### config.mk
export PLATFORM = sky130hd
export DESIGN_NAME = i2c_strap_regslave
export DESIGN_NICKNAME = d
export VERILOG_FILES = /design/src/rtl/i2c_rs_pkg.sv /design/src/rtl/i2c_rs_sync.sv /design/src/rtl/i2c_rs_busevt.sv /design/src/rtl/i2c_rs_fsm.sv /design/src/rtl/i2c_rs_regfile.sv /design/src/rtl/i2c_strap_regslave.sv
export SDC_FILE = /design/constraint.sdc
export NUM_CORES = 1
export LEC_CHECK = 0
export ABC_CLOCK_PERIOD_IN_PS = 6500
export BUFFER_PORTS_ARGS = -buffer_cell sky130_fd_sc_hd__buf_2
export CAP_MARGIN = 20
export CORE_MARGIN = 1.5
export CORE_UTILIZATION = 45
export CTS_CLUSTER_SIZE = 25
export DETAILED_ROUTE_END_ITERATION = 12
export PLACE_DENSITY_LB_ADDON = 0.3
export SYNTH_ARGS = -nofsm -noshare
export SYNTH_HDL_FRONTEND = slang
export SYNTH_SLANG_ARGS = --single-unit
### constraint.sdc
create_clock -name clk -period 6.5 [get_ports clk]
set_input_delay 0 -clock clk [delete_from_list [all_inputs] [get_ports clk]]
set_output_delay 0 -clock clk [all_outputs]
set_load 0.03 [all_outputs]
### src/rtl/i2c_rs_pkg.sv
`timescale 1ns/1ps
package i2c_rs_pkg;
  localparam int BYTE_W = 8;
  localparam int DEV_AW = 7;
  localparam int OFS_W  = 3;
  localparam int FLT_W  = 4;
  localparam logic [DEV_AW-1:0] DEV_BASE = 7'h6C;
  localparam logic [BYTE_W-1:0] ID_ADDR  = 8'h00;
  localparam logic [BYTE_W-1:0] ID_VALUE = 8'h12;
  localparam logic [BYTE_W-1:0] FLT_ADDR = 8'h08;

  localparam int NUM_RW = 10;
  localparam logic [BYTE_W-1:0] RW_ADDR [NUM_RW] =
    '{8'h01, 8'h02, 8'h03, 8'h04, 8'h06, 8'h08, 8'h10, 8'h11, 8'h13, 8'h14};
  localparam logic [BYTE_W-1:0] RW_RST  [NUM_RW] =
    '{8'hFD, 8'h04, 8'h80, 8'hCF, 8'h51, 8'h00, 8'hFF, 8'hFC, 8'h00, 8'h02};
  localparam logic [BYTE_W-1:0] RW_MASK [NUM_RW] =
    '{8'hFF, 8'hFF, 8'hFF, 8'hFF, 8'hFF, 8'h30, 8'hFF, 8'hFF, 8'hFF, 8'hFF};

  typedef enum logic [2:0] {
    ST_IDLE,
    ST_DEV,
    ST_PTR,
    ST_WR,
    ST_RD
  } bus_st_t;
endpackage

### src/rtl/i2c_rs_sync.sv
`timescale 1ns/1ps
module i2c_rs_sync #(
  parameter int N_SIG  = 2,
  parameter int STAGES = 2
) (
  input  logic             clk,
  input  logic             rst_n,
  input  logic [N_SIG-1:0] sig_in,
  output logic [N_SIG-1:0] sig_s,
  output logic [N_SIG-1:0] sig_q
);
  localparam int DEPTH = STAGES + 1;

  for (genvar g = 0; g < N_SIG; g++) begin : g_bit
    logic [DEPTH-1:0] pipe_q;
    logic [DEPTH-1:0] pipe_d;

    always_comb begin
      pipe_d = {pipe_q[DEPTH-2:0], sig_in[g]};
    end

    always_ff @(posedge clk or negedge rst_n) begin
      if (!rst_n) pipe_q <= '1;
      else        pipe_q <= pipe_d;
    end

    assign sig_s[g] = pipe_q[STAGES-1];
    assign sig_q[g] = pipe_q[STAGES];
  end
endmodule

### src/rtl/i2c_rs_busevt.sv
`timescale 1ns/1ps
module i2c_rs_busevt (
  input  logic scl_s,
  input  logic scl_q,
  input  logic sda_s,
  input  logic sda_q,
  output logic start_ev,
  output logic stop_ev,
  output logic scl_rise,
  output logic scl_fall
);
  logic scl_hi;

  always_comb begin
    scl_hi   = scl_s & scl_q;
    start_ev = scl_hi & sda_q & ~sda_s;
    stop_ev  = scl_hi & ~sda_q & sda_s;
    scl_rise = scl_s & ~scl_q;
    scl_fall = ~scl_s & scl_q;
  end
endmodule

### src/rtl/i2c_rs_fsm.sv
`timescale 1ns/1ps
module i2c_rs_fsm
  import i2c_rs_pkg::*;
#(
  parameter int DW = BYTE_W,
  parameter int AW = DEV_AW
) (
  input  logic          clk,
  input  logic          rst_n,
  input  logic          start_ev,
  input  logic          stop_ev,
  input  logic          scl_rise,
  input  logic          scl_fall,
  input  logic          scl_s,
  input  logic          sda_s,
  input  logic [AW-1:0] dev_addr,
  input  logic [DW-1:0] rd_data,
  output logic [DW-1:0] ptr_o,
  output logic          wr_en,
  output logic [DW-1:0] wr_data,
  output logic          sda_pull
);
  localparam int CW = $clog2(DW + 1);
  localparam logic [CW-1:0] LAST = CW'(DW);

  bus_st_t       st_q, st_d;
  logic [CW-1:0] cnt_q, cnt_d;
  logic          ack_q, ack_d;
  logic [DW-1:0] sh_q, sh_d;
  logic [DW-1:0] tx_q, tx_d;
  logic [DW-1:0] ptr_q, ptr_d;
  logic          pull_q, pull_d;
  logic          mack_q, mack_d;

  always_comb begin
    st_d   = st_q;
    cnt_d  = cnt_q;
    ack_d  = ack_q;
    sh_d   = sh_q;
    tx_d   = tx_q;
    ptr_d  = ptr_q;
    pull_d = pull_q;
    mack_d = mack_q;
    wr_en  = 1'b0;
    if (start_ev) begin
      st_d   = ST_DEV;
      cnt_d  = '0;
      ack_d  = 1'b0;
      pull_d = 1'b0;
    end else if (stop_ev) begin
      st_d   = ST_IDLE;
      cnt_d  = '0;
      ack_d  = 1'b0;
      pull_d = 1'b0;
    end else if (st_q != ST_IDLE) begin
      if (scl_rise) begin
        if (ack_q) begin
          if (st_q == ST_RD) mack_d = ~sda_s;
        end else if (cnt_q != LAST) begin
          sh_d  = {sh_q[DW-2:0], sda_s};
          cnt_d = cnt_q + CW'(1);
        end
      end else if (scl_fall) begin
        if (ack_q) begin
          ack_d  = 1'b0;
          cnt_d  = '0;
          pull_d = 1'b0;
          unique case (st_q)
            ST_DEV: begin
              if (sh_q[0]) begin
                st_d   = ST_RD;
                tx_d   = rd_data;
                pull_d = ~rd_data[DW-1];
                ptr_d  = ptr_q + DW'(1);
              end else begin
                st_d = ST_PTR;
              end
            end
            ST_PTR: st_d = ST_WR;
            ST_RD: begin
              if (mack_q) begin
                tx_d   = rd_data;
                pull_d = ~rd_data[DW-1];
                ptr_d  = ptr_q + DW'(1);
              end else begin
                st_d = ST_IDLE;
              end
            end
            default: ;
          endcase
        end else if (cnt_q == LAST) begin
          ack_d = 1'b1;
          unique case (st_q)
            ST_DEV: begin
              if (sh_q[DW-1:1] == dev_addr) begin
                pull_d = 1'b1;
              end else begin
                st_d  = ST_IDLE;
                ack_d = 1'b0;
              end
            end
            ST_PTR: begin
              ptr_d  = sh_q;
              pull_d = 1'b1;
            end
            ST_WR: begin
              wr_en  = 1'b1;
              ptr_d  = ptr_q + DW'(1);
              pull_d = 1'b1;
            end
            ST_RD:   pull_d = 1'b0;
            default: ;
          endcase
        end else if (st_q == ST_RD && cnt_q != '0) begin
          tx_d   = {tx_q[DW-2:0], 1'b0};
          pull_d = ~tx_q[DW-2];
        end
      end
    end
  end

  always_ff @(posedge clk or negedge rst_n) begin
    if (!rst_n) begin
      st_q   <= ST_IDLE;
      cnt_q  <= '0;
      ack_q  <= 1'b0;
      sh_q   <= '0;
      tx_q   <= '0;
      ptr_q  <= '0;
      pull_q <= 1'b0;
      mack_q <= 1'b0;
    end else begin
      st_q   <= st_d;
      cnt_q  <= cnt_d;
      ack_q  <= ack_d;
      sh_q   <= sh_d;
      tx_q   <= tx_d;
      ptr_q  <= ptr_d;
      pull_q <= pull_d;
      mack_q <= mack_d;
    end
  end

  assign ptr_o    = ptr_q;
  assign wr_data  = sh_q;
  assign sda_pull = pull_q;

  AST_IDLE_QUIET: assert property (@(posedge clk) disable iff (!rst_n)
    (st_q == ST_IDLE) |-> !sda_pull);
  AST_PTR_STEP: assert property (@(posedge clk) disable iff (!rst_n)
    $past(wr_en) |-> (ptr_q == $past(ptr_q) + DW'(1)));
  AST_PULL_EDGE: assert property (@(posedge clk) disable iff (!rst_n)
    (sda_pull != $past(sda_pull)) |-> (!scl_s || $past(start_ev) || $past(stop_ev)));
  AST_START_DEV: assert property (@(posedge clk) disable iff (!rst_n)
    $past(start_ev) |-> (st_q == ST_DEV && cnt_q == '0 && !sda_pull));
endmodule

### src/rtl/i2c_rs_regfile.sv
`timescale 1ns/1ps
module i2c_rs_regfile
  import i2c_rs_pkg::*;
#(
  parameter int DW = BYTE_W,
  parameter int NR = NUM_RW,
  parameter int FW = FLT_W
) (
  input  logic             clk,
  input  logic             rst_n,
  input  logic             wr_en,
  input  logic [DW-1:0]    wr_addr,
  input  logic [DW-1:0]    wr_data,
  input  logic [DW-1:0]    rd_addr,
  input  logic [FW-1:0]    fault_in,
  output logic [DW-1:0]    rd_data,
  output logic [NR*DW-1:0] cfg_flat
);
  logic [NR-1:0][DW-1:0] regs_q;
  logic [NR-1:0][DW-1:0] regs_d;

  always_comb begin
    for (int i = 0; i < NR; i++) begin
      regs_d[i] = regs_q[i];
      if (wr_en && wr_addr == RW_ADDR[i]) regs_d[i] = wr_data & RW_MASK[i];
    end
  end

  always_ff @(posedge clk or negedge rst_n) begin
    if (!rst_n) begin
      for (int i = 0; i < NR; i++) regs_q[i] <= RW_RST[i];
    end else begin
      regs_q <= regs_d;
    end
  end

  always_comb begin
    rd_data = '0;
    if (rd_addr == ID_ADDR) rd_data = ID_VALUE;
    for (int i = 0; i < NR; i++) begin
      if (rd_addr == RW_ADDR[i]) rd_data = regs_q[i];
    end
    if (rd_addr == FLT_ADDR) rd_data = rd_data | {{(DW-FW){1'b0}}, fault_in};
  end

  assign cfg_flat = regs_q;

  AST_REGS_HOLD: assert property (@(posedge clk) disable iff (!rst_n)
    !wr_en |=> $stable(regs_q));
endmodule

### src/rtl/i2c_strap_regslave.sv
`timescale 1ns/1ps
module i2c_strap_regslave
  import i2c_rs_pkg::*;
(
  input  logic                     clk,
  input  logic                     rst_n,
  input  logic [OFS_W-1:0]         strap_ofs,
  input  logic [FLT_W-1:0]         fault_in,
  input  logic                     scl_in,
  input  logic                     sda_in,
  output logic                     sda_pull,
  output logic [NUM_RW*BYTE_W-1:0] cfg_flat
);
  logic [1:0] line_s, line_q;
  logic start_ev, stop_ev, scl_rise, scl_fall;
  logic [DEV_AW-1:0] dev_addr;
  logic [BYTE_W-1:0] ptr, rd_data, wr_data;
  logic wr_en;

  assign dev_addr = DEV_BASE + DEV_AW'(strap_ofs);

  i2c_rs_sync #(.N_SIG(2), .STAGES(2)) u_sync (
    .clk    (clk),
    .rst_n  (rst_n),
    .sig_in ({sda_in, scl_in}),
    .sig_s  (line_s),
    .sig_q  (line_q)
  );

  i2c_rs_busevt u_evt (
    .scl_s    (line_s[0]),
    .scl_q    (line_q[0]),
    .sda_s    (line_s[1]),
    .sda_q    (line_q[1]),
    .start_ev (start_ev),
    .stop_ev  (stop_ev),
    .scl_rise (scl_rise),
    .scl_fall (scl_fall)
  );

  i2c_rs_fsm u_fsm (
    .clk      (clk),
    .rst_n    (rst_n),
    .start_ev (start_ev),
    .stop_ev  (stop_ev),
    .scl_rise (scl_rise),
    .scl_fall (scl_fall),
    .scl_s    (line_s[0]),
    .sda_s    (line_s[1]),
    .dev_addr (dev_addr),
    .rd_data  (rd_data),
    .ptr_o    (ptr),
    .wr_en    (wr_en),
    .wr_data  (wr_data),
    .sda_pull (sda_pull)
  );

  i2c_rs_regfile u_regs (
    .clk      (clk),
    .rst_n    (rst_n),
    .wr_en    (wr_en),
    .wr_addr  (ptr),
    .wr_data  (wr_data),
    .rd_addr  (ptr),
    .fault_in (fault_in),
    .rd_data  (rd_data),
    .cfg_flat (cfg_flat)
  );
endmodule

* Yosys cells after proc, flatten, opt, wreduce, memory -nomap -nowiden
Cells that the tools add are included.
** Storage, ports and cells
- Bits in registers :: 113
- Input bits :: 11
- Output and inout bits :: 81
- Word-level logic and storage cells :: 177
** Operators by class
- $add $sub $neg :: 3
- Equality and inequality tests :: 28
- Muxes and demuxes :: 74
- Bitwise operators :: 18
- Reduce and logical (&&, ||, !) cells :: 34
** Operator list (number)
- 2-to-1 mux 8 bit :: 15
- 2-to-1 mux 7 bit :: 5
- 2-to-1 mux 3 bit :: 11
- == test 8 x 5 -> 1 bit (second input constant) :: 4
- 2-to-1 mux 4 bit :: 8
- one-hot mux 8 bit (2 select lines) :: 2
- 2-to-1 mux 1 bit :: 28
- AND reduction 10 bit :: 2
- nonzero test 4 bit :: 5
- AND reduction 6 bit :: 3
- == test 8 x 2 -> 1 bit (second input constant) :: 2
- == test 8 x 3 -> 1 bit (second input constant) :: 2
- one-hot mux 7 bit (2 select lines) :: 1
- != test 3 bit (second input constant) :: 4
- nonzero test 3 bit :: 4
- logical AND 1 bit :: 11
- NOT 1 bit :: 10
- nonzero test 5 bit :: 2
- one-hot mux 3 bit (3 select lines) :: 1
- adder 8 x 1 -> 8 bit (second input constant) :: 1
- == test 8 x 1 -> 1 bit (second input constant) :: 1
- == test 8 x 4 -> 1 bit (second input constant) :: 1
- logical NOT 8 bit :: 1
- != test 4 x 3 -> 1 bit (second input constant) :: 2
- 22 further kinds :: 31

* Longest topological paths before layout
Gate-level depths: netlist of run 1.
- Depth in word-level cells :: 23
- Depth in mapped cells :: 10
- Depth with buffers taken out :: 8

* Modules after synthesis
From an unflattened synthesis of run 1, not the netlist that was laid out.
** Second synthesis, totals
- Cells, all modules :: 554
- Area, all modules :: 6127.1 um^2
** By module, submodules not included
- i2c_rs_regfile :: instances 1, cells an instance 319, area an instance 3838.7 um^2, sequential area each 1893.1 um^2
- i2c_rs_fsm :: instances 1, cells an instance 219, area an instance 2060.7 um^2, sequential area each 825.8 um^2
- i2c_rs_sync :: instances 1, cells an instance 10, area an instance 187.7 um^2, sequential area each 157.7 um^2
- i2c_rs_busevt :: instances 1, cells an instance 4, area an instance 32.5 um^2, sequential area each 0.0 um^2
- i2c_strap_regslave :: instances 1, cells an instance 2, area an instance 7.5 um^2, sequential area each 0.0 um^2

* Worst setup path before layout of run 1
No wires, ideal clock.
- Kind :: reg-to-reg
- From :: register u_fsm.ptr_q[0], in the netlist u_fsm.ptr_o[0]
- To :: register u_fsm.pull_q, in the netlist u_fsm.sda_pull
- Library setup time :: 0.082 ns
- Data arrival time :: 1.966 ns
- Required time :: 6.418 ns
- Setup slack :: 4.452 ns
- Stages on the path, launching flop included :: 7
- Buffers on the path :: 0
- Clock period less this slack :: 2.048 ns
- Cells stage by stage :: dfrtp_1 > ha_1 > nor3b_1 > a221o_1 > a221o_1 > a221o_1 > a31oi_1
** Between the ends
- Word-level cells in the longest chain between the ends :: 22
- Elaborated cells between the ends (all ways) :: 32
- Those cells by class :: 10 x eq/ne; 20 x mux; 2 x bitwise
** RTL lines
- start, declared :: line i2c_rs_fsm.sv:31 : logic [DW-1:0] ptr_q, ptr_d;
- start signal, assigned :: line i2c_rs_fsm.sv:138 : ptr_q <= ptr_d;
- == test 8 x 1 -> 1 bit :: line i2c_rs_regfile.sv:41 : if (rd_addr == RW_ADDR[i]) rd_data = regs_q[i];
- 2-to-1 mux 8 bit (10 in series) :: line i2c_rs_regfile.sv:41
- bitwise OR 8 x 4 -> 8 bit :: line i2c_rs_regfile.sv:43 : if (rd_addr == FLT_ADDR) rd_data = rd_data | {{(DW-FW){1'b0}}, fault_in};
- 2-to-1 mux 8 bit (*) :: line i2c_rs_regfile.sv:43
- NOT 1 bit (*) :: line i2c_rs_fsm.sv:73, i2c_rs_fsm.sv:83
- 2-to-1 mux 1 bit (on tied branches) :: line i2c_rs_fsm.sv:81, i2c_rs_fsm.sv:70
- one-hot mux 1 bit (2 select lines) (*) :: line i2c_rs_fsm.sv:68 : unique case (st_q)
- 2-to-1 mux 1 bit (*) :: line i2c_rs_fsm.sv:64 : if (ack_q) begin
- 2-to-1 mux 1 bit (*) :: line i2c_rs_fsm.sv:63 : end else if (scl_fall) begin
- 2-to-1 mux 1 bit (*) :: line i2c_rs_fsm.sv:56 : if (scl_rise) begin
- 2-to-1 mux 1 bit (*) :: line i2c_rs_fsm.sv:55 : end else if (st_q != ST_IDLE) begin
- 2-to-1 mux 1 bit (*) :: line i2c_rs_fsm.sv:50 : end else if (stop_ev) begin
- 2-to-1 mux 1 bit (*) :: line i2c_rs_fsm.sv:45 : if (start_ev) begin
- end signal, assigned :: line i2c_rs_fsm.sv:139 : pull_q <= pull_d;
- end, declared :: line i2c_rs_fsm.sv:32 : logic pull_q, pull_d;
Every way passes the cells marked *; elsewhere a longest branch is shown, timed or not. The select of a mux whose other input is x is not followed.
A chain may end at the register's enable or synchronous reset.

* Worst setup path after layout of run 1
- From :: register u_fsm.ptr_q[1], in the netlist u_fsm.ptr_o[1]
- To :: register u_fsm.pull_q, in the netlist u_fsm.sda_pull
Same word-level chain as after synthesis.

==> metrics.md, run 1 <==
| Metric | Value |
|---|---|
| R2R Path End | `u_fsm.sda_pull` |
| Max Cap Viol | `0` |
| R2r setup slk | `about 3.5 ns` |
| Routed WL per cell | `~22 µm` |
| Cells after synthesis | `just over 600` |
| Leak pwr | `roughly 3.4 nW` |
| Worst VDD drop | `0.000153 V` |
| Non-Filler Instances | `between 800 and 900` |
| Clock skew | `between 0.015 and 0.02 ns` |
| Max-Slew Margin vs Limit | `0.325` |
| Pwr Density | `284 nW/µm²` |
| GP Congestion | `slightly below 1` |
| Die ar. | `about 15,000 µm²` |
| Fillers | `around 1,300` |
| Die X-Extent | `between 100 and 150 µm` |
| Setup violators final | `0` |
| Dpl hpwl | `approximately 13 mm` |
| Clock buffer count from CTS | `17` |
| Syn avg cell area | `10.3 µm²` |
| Cells on Worst Hold Path | `5` |
| Critical path fanouts, max | `23` |
| FF+latch count, synth | `~110` |
| Asr flop ratio synth | `1.00` |
| Most numerous cell in the Yosys netlist | `mux2_2` |
| ANT nets after route | `0` |
| Routed vias | `about 5,200` |
| Reg2reg path depth | `6` |
| Clk_lat worst skew | `~0.42 ns` |
| Synth top area share | `0.298` |
| Yosys warning total | `0` |
| Max Buffers Root-to-Sink | `2` |
| Clock root buffer | `clkbuf_16` |
| Drt via density | `6.00` |
| Number of global-route vias before repair | `between 5,000 and 6,000` |
| I/O Pins | `between 90 and 100` |
| GRT Residual Overflow | `0` |
| Die Height | `roughly 120 µm` |
| Starting DRC count in detailed routing | `between 600 and 700` |
| Tmin final | `about 3.0 ns` |
| # H-tree levels | `4` |
| FF-to-FF Start | `u_fsm.ptr_o[1]` |
| Synth unique cells | `68` |
| Total Routed Length | `18.8 mm` |
| Ant. Diodes | `0` |
| Mapped Area | `about 6200 µm²` |
| Crit path DAT | `3.35 ns` |
| CTS tree | `built` |
| RSZ-0062 raised after global routing | `false` |
| Fin crit share | `0.463` |
| Cells resized by post-CTS repair | `0` |
| Layout cell share with drive strength beyond 1 | `0.370` |
| Final Hold Vio Count | `0` |
| Prevailing post-synth register cell | `dfrtp_1` |
| Commonest cells post-synth | `83 x mux2_2, 74 x dfrtp_1, 52 x nand2_1, 43 x o21ai_0, 39 x dfstp_2` |
| F_max | `332 MHz` |
| Number of synthesized flops with an enable pin | `0` |
| Most area-hungry cell type in the Yosys netlist | `dfrtp_1` |
| Core area | `13,300 µm²` |
| Worst setup margin | `roughly 3.5 ns` |
| Global-route wire length before repair | `roughly 30 mm` |
| Crit start category | `register` |
| Critical Path Start | `u_fsm.ptr_o[1]` |
| Req. time, crit path | `a little under 7 ns` |
| Overall routing resource usage | `0.271` |
| Nets | `roughly 700` |
| PortBufs | `85` |
| Worst Hold Class | `in -> reg` |
| Final count of pins violating max slew | `0` |
| Synth area leaders | `dfrtp_1 30%, dfstp_2 16%, mux2_2 15%, o21ai_0 3.5%, nand2_1 3.1%` |
| Area delta synth->final | `18.1%` |
| Clock sinks | `113` |
| Initial antenna violation count | `0` |
| Status | `finished, final reports clean` |
| First-pass DRT Iterations | `5` |
| Placed Instances | `between 800 and 900` |
| CP endpoint | `u_fsm.sda_pull` |
| Least-Margin Pin Slew | `between 0.9 and 1 ns` |
| DR DRC count | `0` |
| Crit. End Element | `register` |
| Dpl ws | `between 3 and 4 ns` |
| Final setup TNS | `0 ns` |
| Rows | `42` |
| CTS clk-pin slew, worst paths | `around 0.060 ns` |
| Critical setup path kind | `reg -> reg` |
| Starting Density | `0.466` |
| Largest net degree at the start of global routing | `60` |
| Sequential-to-total area share from yosys stat | `0.462` |
## critical path: stages, from the launching register on
cell and delay [ns]:
dfrtp_1 0.43, ha_1 0.77, nor3b_1 0.81, and2_1 0.35
nor2_1 0.06, a221o_1 0.33, a31oi_1 0.18
## cell usage in the layout, fill, tap and decap left out, types with 14 or more instances in the layout
| cell type | count |
|---|---|
| nand3_1 | 19 |
| nand2_1 | 52 |
| clkbuf_16 | 17 |
| dfrtp_1 | 74 |
| nor2b_1 | 14 |
| buf_2 | 84 |
| dfstp_2 | 39 |
| a21oi_1 | 37 |
| mux2_2 | 83 |
| o21ai_0 | 43 |
| nor2_1 | 30 |
## repair_timing
item                      CTS  global route
setup buffers               0             0
hold endpoints to repair   41             0
hold buffers                4             0
## per-layer routing
| metal | vias to the layer above | share of wire | GRT usage |
|---|---|---|---|
| met4 | 0 | 0.032 | 0.121 |
| met5 | - | 0 | 0 |
| met3 | 39 | 0.066 | 0.0665 |
| met1 | 2572 | 0.42 | 0.348 |
| li1 | 2349 | - | - |
| met2 | 245 | 0.48 | 0.434 |
## where the power goes
group / switching (W) / leakage, nW / internal [W]
clock network: 0.000351 / 0.283 / 0.000590
registers: 0.000150 / 1.39 / 0.000741
logic: 0.000154 / 1.71 / 0.000102
## per-stage QoR
stage	util	cell area (µm²)	hold slack (ns)	power, W
3_5_place_dp	0.502	6710	0.0997	0.00115
3_3_place_gp	0.502	6710	0.0820	0.00114
2_1_floorplan	-	6240	-0.296	0.00102
6_report	0.551	7350	0.0519	0.00209
5_1_grt	0.551	7350	0.0779	0.00216
4_1_cts	0.551	7350	0.0369	0.00209
## state kept, by name, indices dropped and copies added (netlist names)
signal,count
u_fsm.ptr_o,8
u_regs.cfg_flat,74
u_fsm.tx_q,7
u_fsm.mack_q,1
u_fsm.wr_data,8
u_fsm.sda_pull,1
u_fsm.cnt_q,4
u_fsm.ack_q,1
u_fsm.st_q,3
u_sync.g_bit.pipe_q,6
## logic make-up (layout without fill, tap and decap cells)
logic type                 count (synthesis)  after routing  synth area share
xor gates and xnor gates                   3              3           0.00422
DFF                                      113            113             0.462
and+or+nand+nor                          183            183             0.162
other                                      1              6          0.000603
AOI/OAI and AO/OA                        152            152             0.155
muxes                                     86             86             0.155
buffers and inverters                     58            139            0.0428
adders and majority gates                  9              9            0.0181
## final cells by class
| type | instances | area, µm² | share of cell area |
|---|---|---|---|
| tap | 176 | 220 | 0.0300 |
| multi-input combinational | 439 | 3100 | 0.422 |
| inverter | 14 | 52.6 | 0.00715 |
| clock buffer | 19 | 453 | 0.0616 |
| clock inverter | 13 | 151 | 0.0206 |
| sequential | 113 | 2880 | 0.391 |
| timing repair buffer | 93 | 498 | 0.0677 |
## worst min-delay path by stage
stage / start / endpoint / slack (ns)
after floorplan: rst_n / u_fsm.ack_q / -0.30
after global placement: rst_n / u_fsm.wr_data[2] / 0.08
after detailed placement: rst_n / u_fsm.st_q[2] / 0.1
after CTS: fault_in[3] / u_fsm.tx_q[3] / 0.04
after global routing: fault_in[3] / u_fsm.tx_q[3] / 0.08
final: fault_in[3] / u_fsm.tx_q[3] / 0.05
(Power assumes the default switching activity.)
==> run 2: changes to the inputs <==
- ABC_CLOCK_PERIOD_IN_PS: 6500 -> 2600
- clock period: 6.5 -> 2.6 ns (I/O delays scaled with it)
==> run 2 against run 1 <==
  * Clock skew down 0.0061 ns
  * Clock power rose to 2.6 times the previous value
  * Cell count up 3.1%
  * Non-clock buffer count up 27
  * Hold slack about the same
  * Critical endpoint is now u_fsm.tx_q[4]
  * Largest power group unchanged
==> metrics.md, run 2 (same netlist as run 1, synthesis figures left out) <==
| Metric | Value |
|---|---|
| Status | `finished, final reports clean` |
| Crit. End Element | `register` |
| Overall routing resource usage | `0.279 (+0.00809)` |
| Rows | `42 (unchanged)` |
| Pwr Density | `716 nW/µm² (+150%)` |
| Routed WL per cell | `22.1 µm (+1.6%)` |
| Clk_lat worst skew | `0.43 ns (about the same)` |
| Max reg flops | `74 (unchanged)` |
| Setup violators final | `0 (unchanged)` |
| Final setup TNS | `0 ns (unchanged)` |
| Routed vias | `5,428 (+4.3%)` |
| Reg2reg path depth | `8 (+2)` |
| CTS clk-pin slew, worst paths | `0.05 ns (about the same)` |
| Nets | `725 (+3.9%)` |
| PortBufs | `85 (unchanged)` |
| Total Routed Length | `19.7 mm (+4.8%)` |
| GP Congestion | `0.923 (-5.5%)` |
| Fin crit share | `0.954 (+0.491)` |
| # H-tree levels | `4 (unchanged)` |
| Leading cell type in the layout, fill and taps excluded | `buf_2` |
| Critical path fanouts, max | `22 (-4.3%)` |
| Drt via density | `6.07 (+1.1%)` |
| Cells on Worst Hold Path | `5 (unchanged)` |
| Req. time, crit path | `2.90 ns (-3.94 ns)` |
| Dpl hpwl | `13.8 mm (+5.6%)` |
| Max-Slew Margin vs Limit | `0.618 (+0.293)` |
| Worst min-delay path startpoint | `fault_in[3]` |
| Max Cap Viol | `0 (unchanged)` |
| Crit path DAT | `2.78 ns (-0.57 ns)` |
| Final Cell Area | `7610 µm² (+3.5%)` |
| Clock skew | `0.0116 ns (-0.00614 ns)` |
| GRT Residual Overflow | `0 (unchanged)` |
| Die ar. | `14,500 µm² (unchanged)` |
| Placed inst area | `6930 µm² (+3.4%)` |
| Worst setup margin | `0.120 ns (-3.37 ns)` |
| Clock root buffer | `clkbuf_16` |
| Initial antenna violation count | `0 (unchanged)` |
| Area delta synth->final | `22.3%` |
| Clock buffer count from CTS | `17 (unchanged)` |
| Global-route wire length before repair | `30.5 mm (+3.4%)` |
| I/O Pins | `92 (unchanged)` |
| Most frequent cells in the layout | `84 x buf_2, 83 x mux2_2, 74 x dfrtp_1` |
| DR DRC count | `0 (unchanged)` |
| Starting DRC count in detailed routing | `533 (-15%)` |
| Critical setup path kind | `reg -> reg` |
| ANT nets after route | `0 (unchanged)` |
| Least-Margin Pin Slew | `0.572 ns (-0.426 ns)` |
| Ant. Diodes | `0 (unchanged)` |
| Clock sinks | `113 (unchanged)` |
| Largest net degree at the start of global routing | `79 (+32%)` |
| F_max | `403 MHz (+21%)` |
| Final Hold Vio Count | `0 (unchanged)` |
| Max Buffers Root-to-Sink | `2 (unchanged)` |
| Crit start category | `register` |
| Layout cell share with drive strength beyond 1 | `0.396 (+0.0251)` |
| Final count of pins violating max slew | `0 (unchanged)` |
| Hold path endpoint | `u_fsm.tx_q[3]` |
| Dpl ws | `0.0675 ns (-3.47 ns)` |
| CTS tree | `built` |
| First-pass DRT Iterations | `6 (+1)` |
| Worst Hold Class | `in -> reg` |
| Tmin final | `2.48 ns (-0.530 ns)` |
| Starting Density | `0.466 (unchanged)` |
| Core area | `13,300 µm² (unchanged)` |
| Die Height | `121 µm (unchanged)` |
| Fillers | `1,224 (-2.1%)` |
| Worst VDD drop | `0.000475 V (+210%)` |
| Leak pwr | `3.55 nW (+4.9%)` |
| R2r setup slk | `0.12 ns (-3.37 ns)` |
| Post-CTS Setup Bufs | `0 (unchanged)` |
| R2R Path End | `u_fsm.tx_q[4]` |
| RSZ-0062 raised after global routing | `false` |
| Die X-Extent | `121 µm (unchanged)` |
| Number of global-route vias before repair | `5,450 (+5.1%)` |
| FF-to-FF Start | `u_fsm.ptr_o[1]` |
-- run 2: where the power goes --
group | leakage [nW] | internal, W | switching, W
combinational | 1.85 | 0.000329 | 0.000652
sequential | 1.39 | 0.00186 | 0.000141
clock | 0.302 | 0.00161 | 0.000861
-- run 2: metrics by stage --
stage | hold WS (ns) | power, W | cells | util
after floorplan | -0.296 | 0.00254 | 610 | -
after global placement | -0.00449 | 0.00296 | 858 | 0.519
after detailed placement | 0.00184 | 0.00297 | 858 | 0.519
after CTS | 0.0489 | 0.00545 | 894 | 0.569
after global routing | 0.122 | 0.00562 | 894 | 0.570
final | 0.0519 | 0.00545 | 894 | 0.570
-- run 2: cell type report --
type | instances | area [µm²] | share of cell area
clock buffer | 19 | 433 | 0.0569
clock inverter | 13 | 186 | 0.0245
inverter | 14 | 52.6 | 0.00691
multi-input combinational | 439 | 3120 | 0.409
sequential | 113 | 2880 | 0.378
tap | 176 | 220 | 0.0289
timing repair buffer | 120 | 726 | 0.0954
-- run 2: metal layers --
| layer | track usage | up-vias | routed length, µm |
|---|---|---|---|
| met4 | 0.129 | 0 | 718 |
| met3 | 0.0585 | 47 | 1370 |
| li1 | - | 2395 | - |
| met5 | 0 | - | 0 |
| met2 | 0.451 | 249 | 9450 |
| met1 | 0.360 | 2737 | 8200 |
-- run 2: worst max-delay path by stage --
stage	startpoint	end	slack, ns	cells past startpoint
5_1_grt	u_fsm.ptr_o[1]	u_fsm.tx_q[3]	0.03	9
4_1_cts	u_fsm.ptr_o[0]	u_fsm.tx_q[4]	0.03	9
2_1_floorplan	u_fsm.ptr_o[0]	u_fsm.sda_pull	0.55	6
3_3_place_gp	u_fsm.ptr_o[0]	u_fsm.tx_q[4]	0.06	9
6_report	u_fsm.ptr_o[1]	u_fsm.tx_q[4]	0.12	8
3_5_place_dp	u_fsm.ptr_o[0]	u_fsm.tx_q[4]	0.07	9
-- run 2: repair_timing --
item                                    CTS  global route
hold buffers                              4             0
gates resized for setup                   0             5
endpoints found under the setup margin    0             6
endpoints found under the hold margin    38             0
-- run 2: worst max-delay path: stages (launching register included) --
cell	delay, ns
dfrtp_1	0.43
ha_1	0.21
buf_4	0.31
clkinv_1	0.42
o21ai_0	0.29
nor3_1	0.09
o2111ai_1	0.31
a22o_1	0.24
a21oi_1	0.07
